`src/rtl/ftc_pkg.sv`:
```
package ftc_pkg;
  localparam int ADDR_W = 3;
  typedef logic [ADDR_W-1:0] ftc_addr_t;
  localparam ftc_addr_t A_RESID  = 3'd0;
  localparam ftc_addr_t A_NS_LO  = 3'd1;
  localparam ftc_addr_t A_NS_HI  = 3'd2;
  localparam ftc_addr_t A_INCR   = 3'd3;
  localparam ftc_addr_t A_CTRL   = 3'd4;
endpackage

```
`src/rtl/ftc_frac_step.sv`:
```
module ftc_frac_step #(
  parameter int FRAC_W  = 32,
  parameter int NS_W    = 40,
  parameter int STEP_NS = 8
) (
  input  logic [FRAC_W-1:0] frac_q,
  input  logic [FRAC_W-1:0] incr,
  output logic [FRAC_W-1:0] frac_d,
  output logic [NS_W-1:0]   ns_step
);
  logic [FRAC_W:0] mag, sum, diff;
  logic            neg;

  always_comb begin
    neg  = incr[FRAC_W-1];
    mag  = {2'b00, incr[FRAC_W-2:0]};
    sum  = {1'b0, frac_q} + mag;
    diff = {1'b0, frac_q} - mag;
    if (neg) begin
      frac_d  = diff[FRAC_W-1:0];
      ns_step = NS_W'(STEP_NS) - NS_W'(diff[FRAC_W]);
    end else begin
      frac_d  = sum[FRAC_W-1:0];
      ns_step = NS_W'(STEP_NS) + NS_W'(sum[FRAC_W]);
    end
  end
endmodule

```
`src/rtl/ftc_time_core.sv`:
```
module ftc_time_core #(
  parameter int FRAC_W  = 32,
  parameter int NS_W    = 40,
  parameter int STEP_NS = 8
) (
  input  logic              clk,
  input  logic              rst,
  input  logic              run,
  input  logic [FRAC_W-1:0] incr,
  input  logic              set_en,
  input  logic [NS_W-1:0]   set_ns,
  output logic [NS_W-1:0]   ns_q,
  output logic [FRAC_W-1:0] frac_q
);
  logic [FRAC_W-1:0] frac_d;
  logic [NS_W-1:0]   ns_step;

  ftc_frac_step #(.FRAC_W(FRAC_W), .NS_W(NS_W), .STEP_NS(STEP_NS)) step_i (
    .frac_q(frac_q), .incr(incr), .frac_d(frac_d), .ns_step(ns_step)
  );

  always_ff @(posedge clk) begin
    if (rst) begin
      ns_q   <= '0;
      frac_q <= '0;
    end else if (set_en) begin
      ns_q   <= set_ns;
      frac_q <= '0;
    end else if (run) begin
      ns_q   <= ns_q + ns_step;
      frac_q <= frac_d;
    end
  end


  step_range_chk: assert property (@(posedge clk) disable iff (rst)
    (run && !set_en) |=> ((ns_q - $past(ns_q)) == NS_W'(STEP_NS)) ||
                         ((ns_q - $past(ns_q)) == NS_W'(STEP_NS + 1)) ||
                         ((ns_q - $past(ns_q)) == NS_W'(STEP_NS - 1)));

  frozen_chk: assert property (@(posedge clk) disable iff (rst)
    (!run && !set_en) |=> ($stable(ns_q) && $stable(frac_q)));

  set_load_chk: assert property (@(posedge clk) disable iff (rst)
    set_en |=> (ns_q == $past(set_ns) && frac_q == '0));
endmodule

```
`src/rtl/ftc_snapshot.sv`:
```
module ftc_snapshot #(
  parameter int FRAC_W = 32,
  parameter int NS_W   = 40
) (
  input  logic              clk,
  input  logic              rst,
  input  logic              cap,
  input  logic              rel,
  input  logic [FRAC_W-1:0] live_frac,
  input  logic [NS_W-1:0]   live_ns,
  output logic              held,
  output logic [FRAC_W-1:0] snap_frac,
  output logic [NS_W-1:0]   snap_ns
);
  always_ff @(posedge clk) begin
    if (rst) begin
      held      <= 1'b0;
      snap_frac <= '0;
      snap_ns   <= '0;
    end else if (cap) begin
      held      <= 1'b1;
      snap_frac <= live_frac;
      snap_ns   <= live_ns;
    end else if (rel) begin
      held      <= 1'b0;
    end
  end


  snap_hold_chk: assert property (@(posedge clk) disable iff (rst)
    (held && !cap) |=> $stable(snap_ns));

  snap_release_chk: assert property (@(posedge clk) disable iff (rst)
    (rel && !cap) |=> !held);
endmodule

```
`src/rtl/frac_time_counter.sv`:
```
module frac_time_counter #(
  parameter int DATA_W  = 32,
  parameter int NS_W    = 40,
  parameter int STEP_NS = 8
) (
  input  logic                     clk,
  input  logic                     rst,
  input  logic                     reg_wr,
  input  logic                     reg_rd,
  input  logic [ftc_pkg::ADDR_W-1:0] reg_addr,
  input  logic [DATA_W-1:0]        reg_wdata,
  output logic [DATA_W-1:0]        reg_rdata
);
  import ftc_pkg::*;
  localparam int HI_W = NS_W - DATA_W;

  logic [DATA_W-1:0] incr_q, ctrl_q, stage_lo_q;
  logic [NS_W-1:0]   ns_q, snap_ns;
  logic [DATA_W-1:0] frac_q, snap_frac;
  logic              held, set_en, run, cap, rel;

  assign run    = !ctrl_q[DATA_W-1];
  assign set_en = reg_wr && (reg_addr == A_NS_HI);
  assign cap    = reg_rd && (reg_addr == A_RESID);
  assign rel    = reg_rd && (reg_addr == A_NS_HI);

  always_ff @(posedge clk) begin
    if (rst) begin
      incr_q     <= '0;
      ctrl_q     <= {1'b1, {(DATA_W-1){1'b0}}};
      stage_lo_q <= '0;
    end else if (reg_wr) begin
      case (reg_addr)
        A_NS_LO: stage_lo_q <= reg_wdata;
        A_INCR:  incr_q     <= reg_wdata;
        A_CTRL:  ctrl_q     <= reg_wdata;
        default: ;
      endcase
    end
  end

  ftc_time_core #(.FRAC_W(DATA_W), .NS_W(NS_W), .STEP_NS(STEP_NS)) core_i (
    .clk(clk), .rst(rst), .run(run), .incr(incr_q), .set_en(set_en),
    .set_ns({reg_wdata[HI_W-1:0], stage_lo_q}), .ns_q(ns_q), .frac_q(frac_q)
  );

  ftc_snapshot #(.FRAC_W(DATA_W), .NS_W(NS_W)) snap_i (
    .clk(clk), .rst(rst), .cap(cap), .rel(rel), .live_frac(frac_q),
    .live_ns(ns_q), .held(held), .snap_frac(snap_frac), .snap_ns(snap_ns)
  );

  always_ff @(posedge clk) begin
    if (rst) begin
      reg_rdata <= '0;
    end else if (reg_rd) begin
      case (reg_addr)
        A_RESID: reg_rdata <= frac_q;
        A_NS_LO: reg_rdata <= held ? snap_ns[DATA_W-1:0] : ns_q[DATA_W-1:0];
        A_NS_HI: reg_rdata <= DATA_W'(held ? snap_ns[NS_W-1:DATA_W]
                                           : ns_q[NS_W-1:DATA_W]);
        A_INCR:  reg_rdata <= incr_q;
        A_CTRL:  reg_rdata <= ctrl_q;
        default: reg_rdata <= '0;
      endcase
    end
  end


  hi_zero_chk: assert property (@(posedge clk) disable iff (rst)
    (reg_rd && reg_addr == A_NS_HI) |=> (reg_rdata[DATA_W-1:HI_W] == '0));

  rdata_hold_chk: assert property (@(posedge clk) disable iff (rst)
    !reg_rd |=> $stable(reg_rdata));

  resid_read_chk: assert property (@(posedge clk) disable iff (rst)
    cap |=> (reg_rdata == snap_frac));
endmodule

```
`config.mk`:
```
export PLATFORM = sky130hd
export DESIGN_NAME = frac_time_counter
export DESIGN_NICKNAME = d
export VERILOG_FILES = /design/src/rtl/ftc_pkg.sv /design/src/rtl/ftc_frac_step.sv /design/src/rtl/ftc_time_core.sv /design/src/rtl/ftc_snapshot.sv /design/src/rtl/frac_time_counter.sv
export SDC_FILE = /design/constraint.sdc
export NUM_CORES = 1
export LEC_CHECK = 0
export BUFFER_PORTS_ARGS = -buffer_cell sky130_fd_sc_hd__buf_2
export CAP_MARGIN = 25
export CELL_PAD_IN_SITES_DETAIL_PLACEMENT = 1
export CELL_PAD_IN_SITES_GLOBAL_PLACEMENT = 2
export CORE_MARGIN = 2
export CORE_UTILIZATION = 35
export CTS_BUF_LIST = sky130_fd_sc_hd__clkbuf_8 sky130_fd_sc_hd__clkbuf_16
export DETAILED_ROUTE_END_ITERATION = 7
export PLACE_DENSITY = 0.83
export SLEW_MARGIN = 10
export SYNTH_ARGS = -nofsm -noshare
export SYNTH_HDL_FRONTEND = slang
export SYNTH_SLANG_ARGS = --single-unit
```
`constraint.sdc`:
```
create_clock -name clk -period 8.3 [get_ports clk]
set_input_delay 1.66 -clock clk [delete_from_list [all_inputs] [get_ports clk]]
set_output_delay 1.66 -clock clk [all_outputs]
set_load 0.05 [all_outputs]
```
# == Yosys cells after proc, flatten, opt, wreduce, memory -nomap -nowiden ==
# Index checks and enable logic that the tools add are counted.
# classes
add_sub_neg,5
multipliers,0
div_mod_pow,0
magnitude_cmp,0
n_eq_ne,5
n_shift,0
n_mux,9
n_bitwise,0
n_reduce_logical,9
# op_table
cell,n
$pmux W32 S5,1
$mux W40,3
$mux W32,2
$add A40 B40 Y40,1
$add A32 B31 Y33,1
$sub A32 B31 Y33,1
$mux W8,1
$eq A3 B2 Y1 const B,2
$reduce_and A2 Y1,3
$add A4 B1 Y5 const A,1
$sub A4 B1 Y5 const A,1
$eq A3 B1 Y1 const B,1
$eq A3 B3 Y1 const B,1
$logic_and A1 B1 Y1,3
$logic_not A3 Y1,1
$mux W1,2
$ne A2 B1 Y1 const B,1
$reduce_bool A2 Y1,1
$reduce_or A2 Y1,1
# word_totals
regBits,241
latchBits,0
ramBits,0
rom_bits,0
in_bits,39
elab_cells,36
n_memories,0

# == Logic depth before layout (Yosys ltp) ==
# Gate-level depths: netlist of the first run.
# logic_depth
depth_word,6
ltp_mapped,23
ltp_nobuf,22

# == Cells and area by module ==
# From an unflattened synthesis of the first run, not the netlist that was laid out.
# hier_totals
cells_unflattened,2229
area_unflattened_um2,18036.0
# modules_own_cells
mod,n_inst,cells_per_inst,area_per_inst_um2,seq_area_each_um2
frac_time_counter,1,744,6047.0,2562.5
ftc_time_core,1,633,5182.5,1441.4
ftc_frac_step,1,616,4146.5,0.0
ftc_snapshot,1,236,2660.1,1461.4

# == Worst setup path before layout of the first run ==
# No wires, ideal clock.
# synth_timing
path_kind,register -> register
startpoint,register incr_q[5]
endpoint,register core_i.ns_q[34]
setup_time_ns,0.137
t_arrival_ns,4.268
t_required_ns,8.163
setup_slack_ns,3.895
stages_incl_launch_ff,24
cell_sequence,dfxtp_1 > inv_1 > ha_1 > buf_6 > nand2b_1 > a21o_1 > and4bb_4 > a211oi_4 > nor4_2 > or2_4 > a211o_1 > a31oi_1 > o21ai_0 > ha_1 > fa_1 > a21o_1 > a21oi_1 > nor3_1 > and3_1 > and3_1 > clkbuf_1 > nand3_1 > xor2_1 > a211oi_1
# synth_between
elab_chain_cells,6
word_cells_on_any_way,8
# synth_lines
item,line,rtl
start: declaration,frac_time_counter.sv:17,"logic [DATA_W-1:0] incr_q, ctrl_q, stage_lo_q;"
start signal: assignment,frac_time_counter.sv:35,A_INCR: incr_q <= reg_wdata;
$add A32 B31 Y33 / $sub A32 B31 Y33 (equally long branches),"ftc_frac_step.sv:17, ftc_frac_step.sv:18",
$add A4 B1 Y5 / $sub A4 B1 Y5 (equally long branches),"ftc_frac_step.sv:24, ftc_frac_step.sv:21",
$mux W40 *,ftc_frac_step.sv:19,if (neg) begin
$add A40 B40 Y40 *,ftc_time_core.sv:30,ns_q <= ns_q + ns_step;
$mux W40 *,ftc_time_core.sv:29,end else if (run) begin
$mux W40 *,ftc_time_core.sv:26,end else if (set_en) begin
end signal: assignment,ftc_time_core.sv:27,ns_q <= set_ns;
end signal: assignment,ftc_time_core.sv:30,
end: declaration,ftc_time_core.sv:12,"output logic [NS_W-1:0] ns_q,"
# Mark *: on every way between the ends. The rest lies on a longest branch, timed or not. The select of a mux whose other input is x is not followed.
# A chain may end at the register's enable or synchronous reset.

# == Worst setup path in the final report of the first run ==
# layout_timing
startpoint,register core_i.frac_q[0]
endpoint,register core_i.ns_q[34]
# layout_between
elab_chain_cells,6
word_cells_on_any_way,8
# layout_lines
item,line,rtl
start: declaration,ftc_time_core.sv:13,output logic [FRAC_W-1:0] frac_q
start signal: assignment,ftc_time_core.sv:31,frac_q <= frac_d;
$add A32 B31 Y33 / $sub A32 B31 Y33 (equally long branches),"ftc_frac_step.sv:17, ftc_frac_step.sv:18",
$add A4 B1 Y5 / $sub A4 B1 Y5 (equally long branches),"ftc_frac_step.sv:24, ftc_frac_step.sv:21",
$mux W40 *,ftc_frac_step.sv:19,
$add A40 B40 Y40 *,ftc_time_core.sv:30,
$mux W40 *,ftc_time_core.sv:29,
$mux W40 *,ftc_time_core.sv:26,
# Marked as above.

==> flow_metrics.py, run 1 <==
metrics = {
    "synth": {
        "async_reset_ff_share_pct": 0,
        "syn_avg_cell_area_um2": 7.53,
        "synth_edf_count": 0,
        "synth_area_mm2": 0.0139,
        "synth_nets": 1960,
        "synth_flop_cell": "dfxtp_1",
        "ys.warnings.count": 0,
        "synth_cell_types": 81,
        "ys_seq_elements": 241,
        "synth-seq-area-share_pct": 34.6,
        "synth_cells": 1852,
    },
    "finish": {
        "post-route-util_pct": 39.3,
        "stdcell_count": 2387,
        "register_area_mm2": 0.00483,
        "multi_input_area_mm2": 0.00839,
        "area_growth_pct": 11.4,
        "nNetsFinal": 1950,
        "antenna_cells": 0,
        "layout-drive-gt1-share_pct": 8.43,
        "n_fill_cell": 4828,
    },
    "place": {
        "gp_congestion": 0.905,
        "port_buffers": 70,
        "dpl.cell_count": 2336,
        "dpl.hpwl_mm": 36.3,
    },
    "clocking": {
        "post_cts_buffers": 0,
        "cts_tree": "built",
        "cts_resized": 0,
        "clk_pin_slew_worst_paths_ns": 0.06,
        "clockRootBuffer": "clkbuf_16",
        "hold_buffers": 0,
        "cts_made_buffers": 29,
        "clock_latency_ns": 0.56,
        "cts_max_level": 1,
        "clock_path_buffers": 3,
        "cts.sinks": 241,
    },
    "die": {
        "start_util_pct": 35.2,
        "io_pins": 71,
        "die_h_um": 204,
        "core_mm2": 0.0395,
        "die_x_um": 204,
        "row_count": 73,
        "die_area_mm2": 0.0414,
    },
    "sta": {
        "setup_viol": 0,
        "finalCritPeriodShare_pct": 65.8,
        "skew_ns": 0.0119,
        "max_clock_freq_mhz": 183,
        "rsz0062_at_grt": "false",
        "min_period_ns": 5.46,
        "tightestPinTransition_ns": 1.02,
        "maxSlewViolCount": 0,
        "hold_viol": 0,
        "fin_tns_setup_ns": 0,
        "timing.hold.ws_ns": 0.454,
        "maxSlewHeadroom_pct": 31.9,
    },
    "routing": {
        "drt_iter0_markers": 1028,
        "num_vias": 13400,
        "vias_per_cell": 5.60,
        "routed_wl_mm": 51.1,
        "ant_nets": 0,
        "drc": 0,
        "drt_first_pass_iters": 5,
        "post_drt_wl_per_cell_um": 21.4,
    },
    "power": {
        "vdd_drop_max_v": 0.000126,
        "p_per_area_mw_per_mm2": 173,
        "p_leak_nw": 6.01,
        "fin_total_pwr_mw": 2.68,
    },
    "run": {
        "cap_violations": 0,
    },
    "grt": {
        "antenna_found_initial": 0,
        "grt.total_usage_pct": 24.7,
        "grt_overflow": 0,
        "grt_pass1_vias": 13600,
        "grt_max_degree": 85,
        "grt_pass1_wl_mm": 80.5,
    },
    "setup_path": {
        "critPathKind": "reg -> reg",
        "r2r_slack_ns": 2.84,
        "slowest_delay_ns": 0.42,
        "crit_chain": "inv_1 -> ha_1 -> fa_1 -> nor2b_1 -> o21ai_0 -> a21oi_1 -> o211ai_1 -> or3b_1 -> a21oi_1 -> o21ai_1 -> o21ai_0 -> ha_1 -> fa_1 -> a21o_1 -> a21oi_1 -> nor3_1 -> and3_1 -> and3_1 -> nand3_1 -> xor2_1 -> a211oi_1",
        "cp_max_fo": 6,
        "endpoint_kind": "flop",
        "cp_slowest_cell": "fa_1",
        "cp_data_required_time_ns": 8.76,
        "path_buf_inv": 1,
        "timing.critical_path.mode_cell": "a21oi_1",
        "start_kind": "flop",
        "crit_arrival_ns": 5.92,
        "path_delay_family": "compound AO/OA/AOI/OAI gates",
    },
    "min_path": {
        "hp-class": "reg -> reg",
    },
    "run_status": {
        "status": "finished clean",
    },
}
-- worst reg2reg max path: cells and delay by family (launching register included) --
kind / cells / cell delay [ns]
buf+inv: 1 / 0.07
simple gates: 6 / 1.22
xor+xnor: 1 / 0.07
fa+ha+maj: 4 / 1.33
compound gates: 9 / 2.30
flops: 1 / 0.38
-- power breakdown --
| group | leakage [nW] | total (mW) | switching (mW) | internal (mW) |
|---|---|---|---|---|
| logic | 3.57 | 0.256 | 0.181 | 0.0756 |
| registers | 1.95 | 1.20 | 0.0219 | 1.18 |
| clock network | 0.493 | 1.23 | 0.511 | 0.716 |
-- state kept, by name, indices dropped and copies added (netlist names) --
name	count
core_i.frac_q	32
core_i.ns_q	40
ctrl_q	32
incr_q	32
reg_rdata	32
snap_i.held	1
snap_i.snap_ns	40
stage_lo_q	32
-- cells by family after synthesis --
| logic type | Yosys count | share of synthesized area, % |
|---|---|---|
| simple gates | 700 | 22.4 |
| compound gates | 535 | 23.7 |
| flops | 241 | 34.6 |
| buf+inv | 196 | 5.40 |
| fa+ha+maj | 69 | 6.36 |
| xor+xnor | 56 | 3.52 |
| mux | 55 | 4.00 |
-- path summary, 6_finish.rpt --
kind                                    from                               to  depth (start not counted)
min reg2reg  snap_i.snap_ns[21]$_SDFFE_PP0P_  snap_i.snap_ns[21]$_SDFFE_PP0P_                          2
max reg2reg    core_i.frac_q[0]$_SDFFE_PP0N_     core_i.ns_q[34]$_SDFFE_PP0P_                         21
max            core_i.frac_q[0]$_SDFFE_PP0N_     core_i.ns_q[34]$_SDFFE_PP0P_                         21
min          snap_i.snap_ns[21]$_SDFFE_PP0P_  snap_i.snap_ns[21]$_SDFFE_PP0P_                          2
-- placed cells by master, fill, tap and decap left out, drive strengths merged, types with 4 or more instances in the layout --
master	count
o21a	5
a221o	14
o21ai	88
nor2	117
a21o	24
o22ai	7
a22o	11
or2	5
a2111oi	4
o21bai	10
mux2i	49
xnor2	28
mux2	6
nand2b	34
clkbuf	32
a31oi	10
nor2b	30
a222oi	5
nand3	33
nand4	8
and3	23
o31ai	13
a221oi	4
dfxtp	241
xor2	28
o211ai	9
a21oi	249
nand2	374
a211oi	43
buf	90
nor3	26
ha	66
or3	12
nor4	15
clkinv	7
inv	75
and2	10
-- metal layers --
metal,part of all wire [%],vias up,track usage [%]
met4,1.8,0,5.21
met1,48,6620,35.0
met2,46,278,40.3
li1,-,6406,-
met3,4.4,67,2.81
met5,0,-,0
-- cell usage after synthesis (4+ instances only) --
| master | number | area (um^2) |
|---|---|---|
| a221oi_1 | 4 | 35.0 |
| clkbuf_1 | 113 | 424 |
| ha_1 | 66 | 826 |
| a222oi_1 | 5 | 50.1 |
| o22ai_1 | 7 | 43.8 |
| a211oi_1 | 42 | 315 |
| nand4_1 | 8 | 50.1 |
| buf_1 | 9 | 33.8 |
| o21ai_0 | 82 | 410 |
| nand3_1 | 33 | 165 |
| o211ai_1 | 9 | 67.6 |
| inv_2 | 5 | 18.8 |
| dfxtp_1 | 241 | 4820 |
| o21a_1 | 5 | 37.5 |
| xor2_1 | 28 | 245 |
| nor4_1 | 14 | 87.6 |
| a31oi_1 | 10 | 62.6 |
| inv_1 | 57 | 214 |
| a221o_1 | 14 | 140 |
| a21oi_1 | 249 | 1250 |
| a22o_1 | 11 | 96.3 |
| o21ai_1 | 6 | 30.0 |
| o31ai_1 | 12 | 90.1 |
| nor2_1 | 117 | 439 |
| mux2i_1 | 49 | 490 |
| nand2_1 | 374 | 1400 |
| or3_1 | 12 | 75.1 |
| nor2b_1 | 30 | 188 |
| nand2b_1 | 34 | 213 |
| o21bai_1 | 10 | 75.1 |
| and2_1 | 10 | 62.6 |
| and3_1 | 23 | 144 |
| xnor2_1 | 28 | 245 |
| nor3_1 | 25 | 125 |
| mux2_2 | 6 | 67.6 |
| a21o_1 | 24 | 180 |
| buf_2 | 8 | 40.0 |
-- stage by stage --
stage | worst slack (ns) | instance area [um^2]
after global placement | 3.18 | 14600
after CTS | 2.93 | 15500
after detailed placement | 2.96 | 14600
after floorplan | 3.89 | 13900
after global routing | 2.53 | 15500
final | 2.84 | 15500
-- layout make-up --
type / count / share of cell area, %
Timing Repair Buffer: 90 / 3.26
Sequential cell: 241 / 31.1
Inverter: 65 / 1.57
Clock buffer: 32 / 4.94
Multi-Input combinational cell: 1415 / 54.0
Tap cell: 525 / 4.23
Clock inverter: 19 / 0.878
Power figures use the tool's default switching activity.
==> inputs of run 2 (changes only) <==
Settings changed: CORE_UTILIZATION 35 to 33.
Clock period 8.3 ns to 4.55 ns, I/O delays scaled along.
==> run 2 against run 1 <==
Net effect: fmax up 24%; first-iteration DRC count down 14%; count of clock-buffer cells in the layout up 2; final cell count up 4.4%; hold slack worse by 0.00057 ns; cell area up 6.0%; clock skew down 0.0015 ns; critical path depth up 1; register-to-register slack worse by 2.7 ns; non-clock buffer count up 93; critical endpoint is now core_i.ns_q[35]$_SDFFE_PP0P_; largest power group unchanged.
==> flow_metrics.py, run 2 (same netlist as run 1, synthesis figures left out) <==
metrics = {
    "place": {
        "dpl.hpwl_mm": 37.5,
        "gp_congestion": 0.916,
        "dpl.cell_count": 2430,
        "port_buffers": 70,
    },
    "finish": {
        "post-route-util_pct": 39.3,
        "layout-drive-gt1-share_pct": 14.8,
        "final_common_cell": "nand2_1",
        "layout_common_cells": "372 x nand2_1, 244 x a21oi_1, 236 x dfxtp_1, 115 x nor2_1, 113 x buf_4",
        "area_growth_pct": 18.1,
        "largest_registers": "core_i.ns_q (40), snap_i.snap_ns (40)",
        "antenna_cells": 0,
        "n_fill_cell": 5122,
        "stdcell_count": 2491,
        "nNetsFinal": 2042,
    },
    "sta": {
        "finalCritPeriodShare_pct": 96.9,
        "tightestPinTransition_ns": 0.963,
        "min_period_ns": 4.41,
        "fin_tns_setup_ns": 0,
        "skew_ns": 0.0104,
        "setup_viol": 0,
        "maxSlewViolCount": 0,
        "maxSlewHeadroom_pct": 35.8,
        "max_clock_freq_mhz": 227,
        "rsz0062_at_grt": "true",
        "hold_viol": 0,
    },
    "setup_path": {
        "r2r_cells": 22,
        "slowest_delay_ns": 0.46,
        "cp_max_fo": 6,
        "crit_chain": "buf_4 -> ha_1 -> fa_1 -> nor2b_2 -> o21ai_2 -> a21oi_2 -> o211ai_1 -> or3b_4 -> a21oi_4 -> o21ai_2 -> buf_4 -> inv_1 -> ha_1 -> a21o_1 -> a21o_1 -> a21oi_2 -> nor3_2 -> and3_4 -> and3_4 -> nor2b_1 -> xnor2_1 -> a211oi_1",
        "r2r_slack_ns": 0.14,
        "cp_slowest_cell": "or3b_4",
        "critPathKind": "reg -> reg",
        "start_kind": "flop",
        "r2r_end": "core_i.ns_q[35]$_SDFFE_PP0P_",
        "endpoint_kind": "flop",
        "timing.rr.start": "incr_q[0]$_SDFFE_PP0P_",
        "cp_data_required_time_ns": 5.02,
        "crit_arrival_ns": 4.88,
    },
    "clocking": {
        "clk_pin_slew_worst_paths_ns": 0.06,
        "hold_buffers": 0,
        "clock_path_buffers": 3,
        "clockRootBuffer": "clkbuf_16",
        "cts_max_level": 1,
        "cts.sinks": 241,
        "cts_made_buffers": 28,
        "cts_tree": "built",
        "clock_latency_ns": 0.56,
    },
    "die": {
        "die_area_mm2": 0.0439,
        "die_x_um": 210,
        "core_mm2": 0.0419,
        "row_count": 75,
        "die_h_um": 210,
        "start_util_pct": 33.3,
        "io_pins": 71,
    },
    "power": {
        "p_per_area_mw_per_mm2": 307,
        "p_leak_nw": 6.48,
        "p_int_mw": 3.71,
        "switching_share_pct": 26.4,
        "p_comb_share_pct": 10.2,
        "vdd_drop_max_v": 0.000247,
        "power_frac_seq_pct": 43.3,
        "power.switching_mw": 1.33,
        "p_clk_share_pct": 46.5,
    },
    "run": {
        "cap_violations": 0,
    },
    "grt": {
        "grt_max_degree": 84,
        "grt_pass1_vias": 14100,
        "antenna_found_initial": 0,
        "grt.total_usage_pct": 23.3,
        "grt_overflow": 0,
        "grt_pass1_wl_mm": 81.4,
    },
    "routing": {
        "drc": 0,
        "drt_first_pass_iters": 5,
        "num_vias": 13800,
        "ant_nets": 0,
        "vias_per_cell": 5.54,
        "post_drt_wl_per_cell_um": 20.8,
        "drt_iter0_markers": 881,
        "routed_wl_mm": 51.9,
    },
    "min_path": {
        "hold_depth": 2,
        "worstHoldEndpoint": "snap_i.snap_ns[16]$_SDFFE_PP0P_",
        "hp-class": "reg -> reg",
        "min-delay-start": "snap_i.snap_ns[16]$_SDFFE_PP0P_",
    },
    "run_status": {
        "status": "finished clean",
    },
}
[run 2: timing repair]
action | 4_1_cts | 5_1_grt
setup endpoints to repair | 14 | 29
hold endpoints to repair | 0 | 0
gates resized for setup | 13 | 30
pin swaps | 6 | 22
buffers inserted | 9 | 5
[run 2: final cells by class]
| class | instances | area, um^2 | share of cell area (%) |
|---|---|---|---|
| Clock inverter | 14 | 151 | 0.920 |
| Clock buffer | 34 | 795 | 4.83 |
| Sequential cell | 241 | 4830 | 29.4 |
| Multi-Input combinational cell | 1415 | 8550 | 52.0 |
| Tap cell | 539 | 674 | 4.10 |
| Timing Repair Buffer | 183 | 1200 | 7.32 |
| Inverter | 65 | 244 | 1.48 |
[run 2: how the worst max path moves through the flow]
stage,from,endpoint,slack [ns],cells past startpoint
after detailed placement,core_i.frac_q[0]$_SDFFE_PP0N_,core_i.ns_q[34]$_SDFFE_PP0P_,-0.33,23
after global routing,incr_q[0]$_SDFFE_PP0P_,core_i.ns_q[31]$_SDFFE_PP0P_,-0.03,22
after global placement,core_i.frac_q[0]$_SDFFE_PP0N_,core_i.ns_q[34]$_SDFFE_PP0P_,-0.07,23
after CTS,core_i.frac_q[0]$_SDFFE_PP0N_,core_i.ns_q[34]$_SDFFE_PP0P_,-0.005,23
final,incr_q[0]$_SDFFE_PP0P_,core_i.ns_q[35]$_SDFFE_PP0P_,0.14,22
after floorplan,incr_q[5]$_SDFFE_PP0P_,core_i.ns_q[34]$_SDFFE_PP0P_,0.14,23
[run 2: critical path: cells and delay by family, from the launching register on]
family                   cells  cell delay (ns)
buffers and inverters        3             0.41
adder cells (fa/ha/maj)      3             0.66
AO/OA/AOI/OAI                9             1.62
AND/OR/NAND/NOR              6             1.13
XOR/XNOR                     1             0.12
flip-flops                   1             0.35
[run 2: stage by stage]
stage	total power [mW]	instance area, um^2	setup slack [ns]	hold slack, ns
6_report	5.05	16500	0.142	0.453
3_3_place_gp	2.71	15200	-0.0716	0.438
3_5_place_dp	2.72	15200	-0.330	0.447
2_1_floorplan	2.51	13900	0.145	0.432
5_1_grt	5.22	16500	-0.0336	0.471
4_1_cts	5.08	16300	-0.00460	0.455
[run 2: metal layers]
layer	vias up	wire length (um)	share of wire (%)	track usage, %
li1	6586	-	-	-
met1	6897	25000	48	32.9
met2	250	23900	46	38.3
met3	67	1850	3.6	2.01
met4	0	1110	2.1	6.16
met5	-	0	0	0
[run 2: power by group through the flow]
stage	logic [mW]	clock network, mW	registers, mW
3_3_place_gp	0.481	0	2.23
6_report	0.512	2.35	2.19
4_1_cts	0.496	2.39	2.19
5_1_grt	0.550	2.48	2.19
3_5_place_dp	0.488	0	2.23
2_1_floorplan	0.289	0	2.22
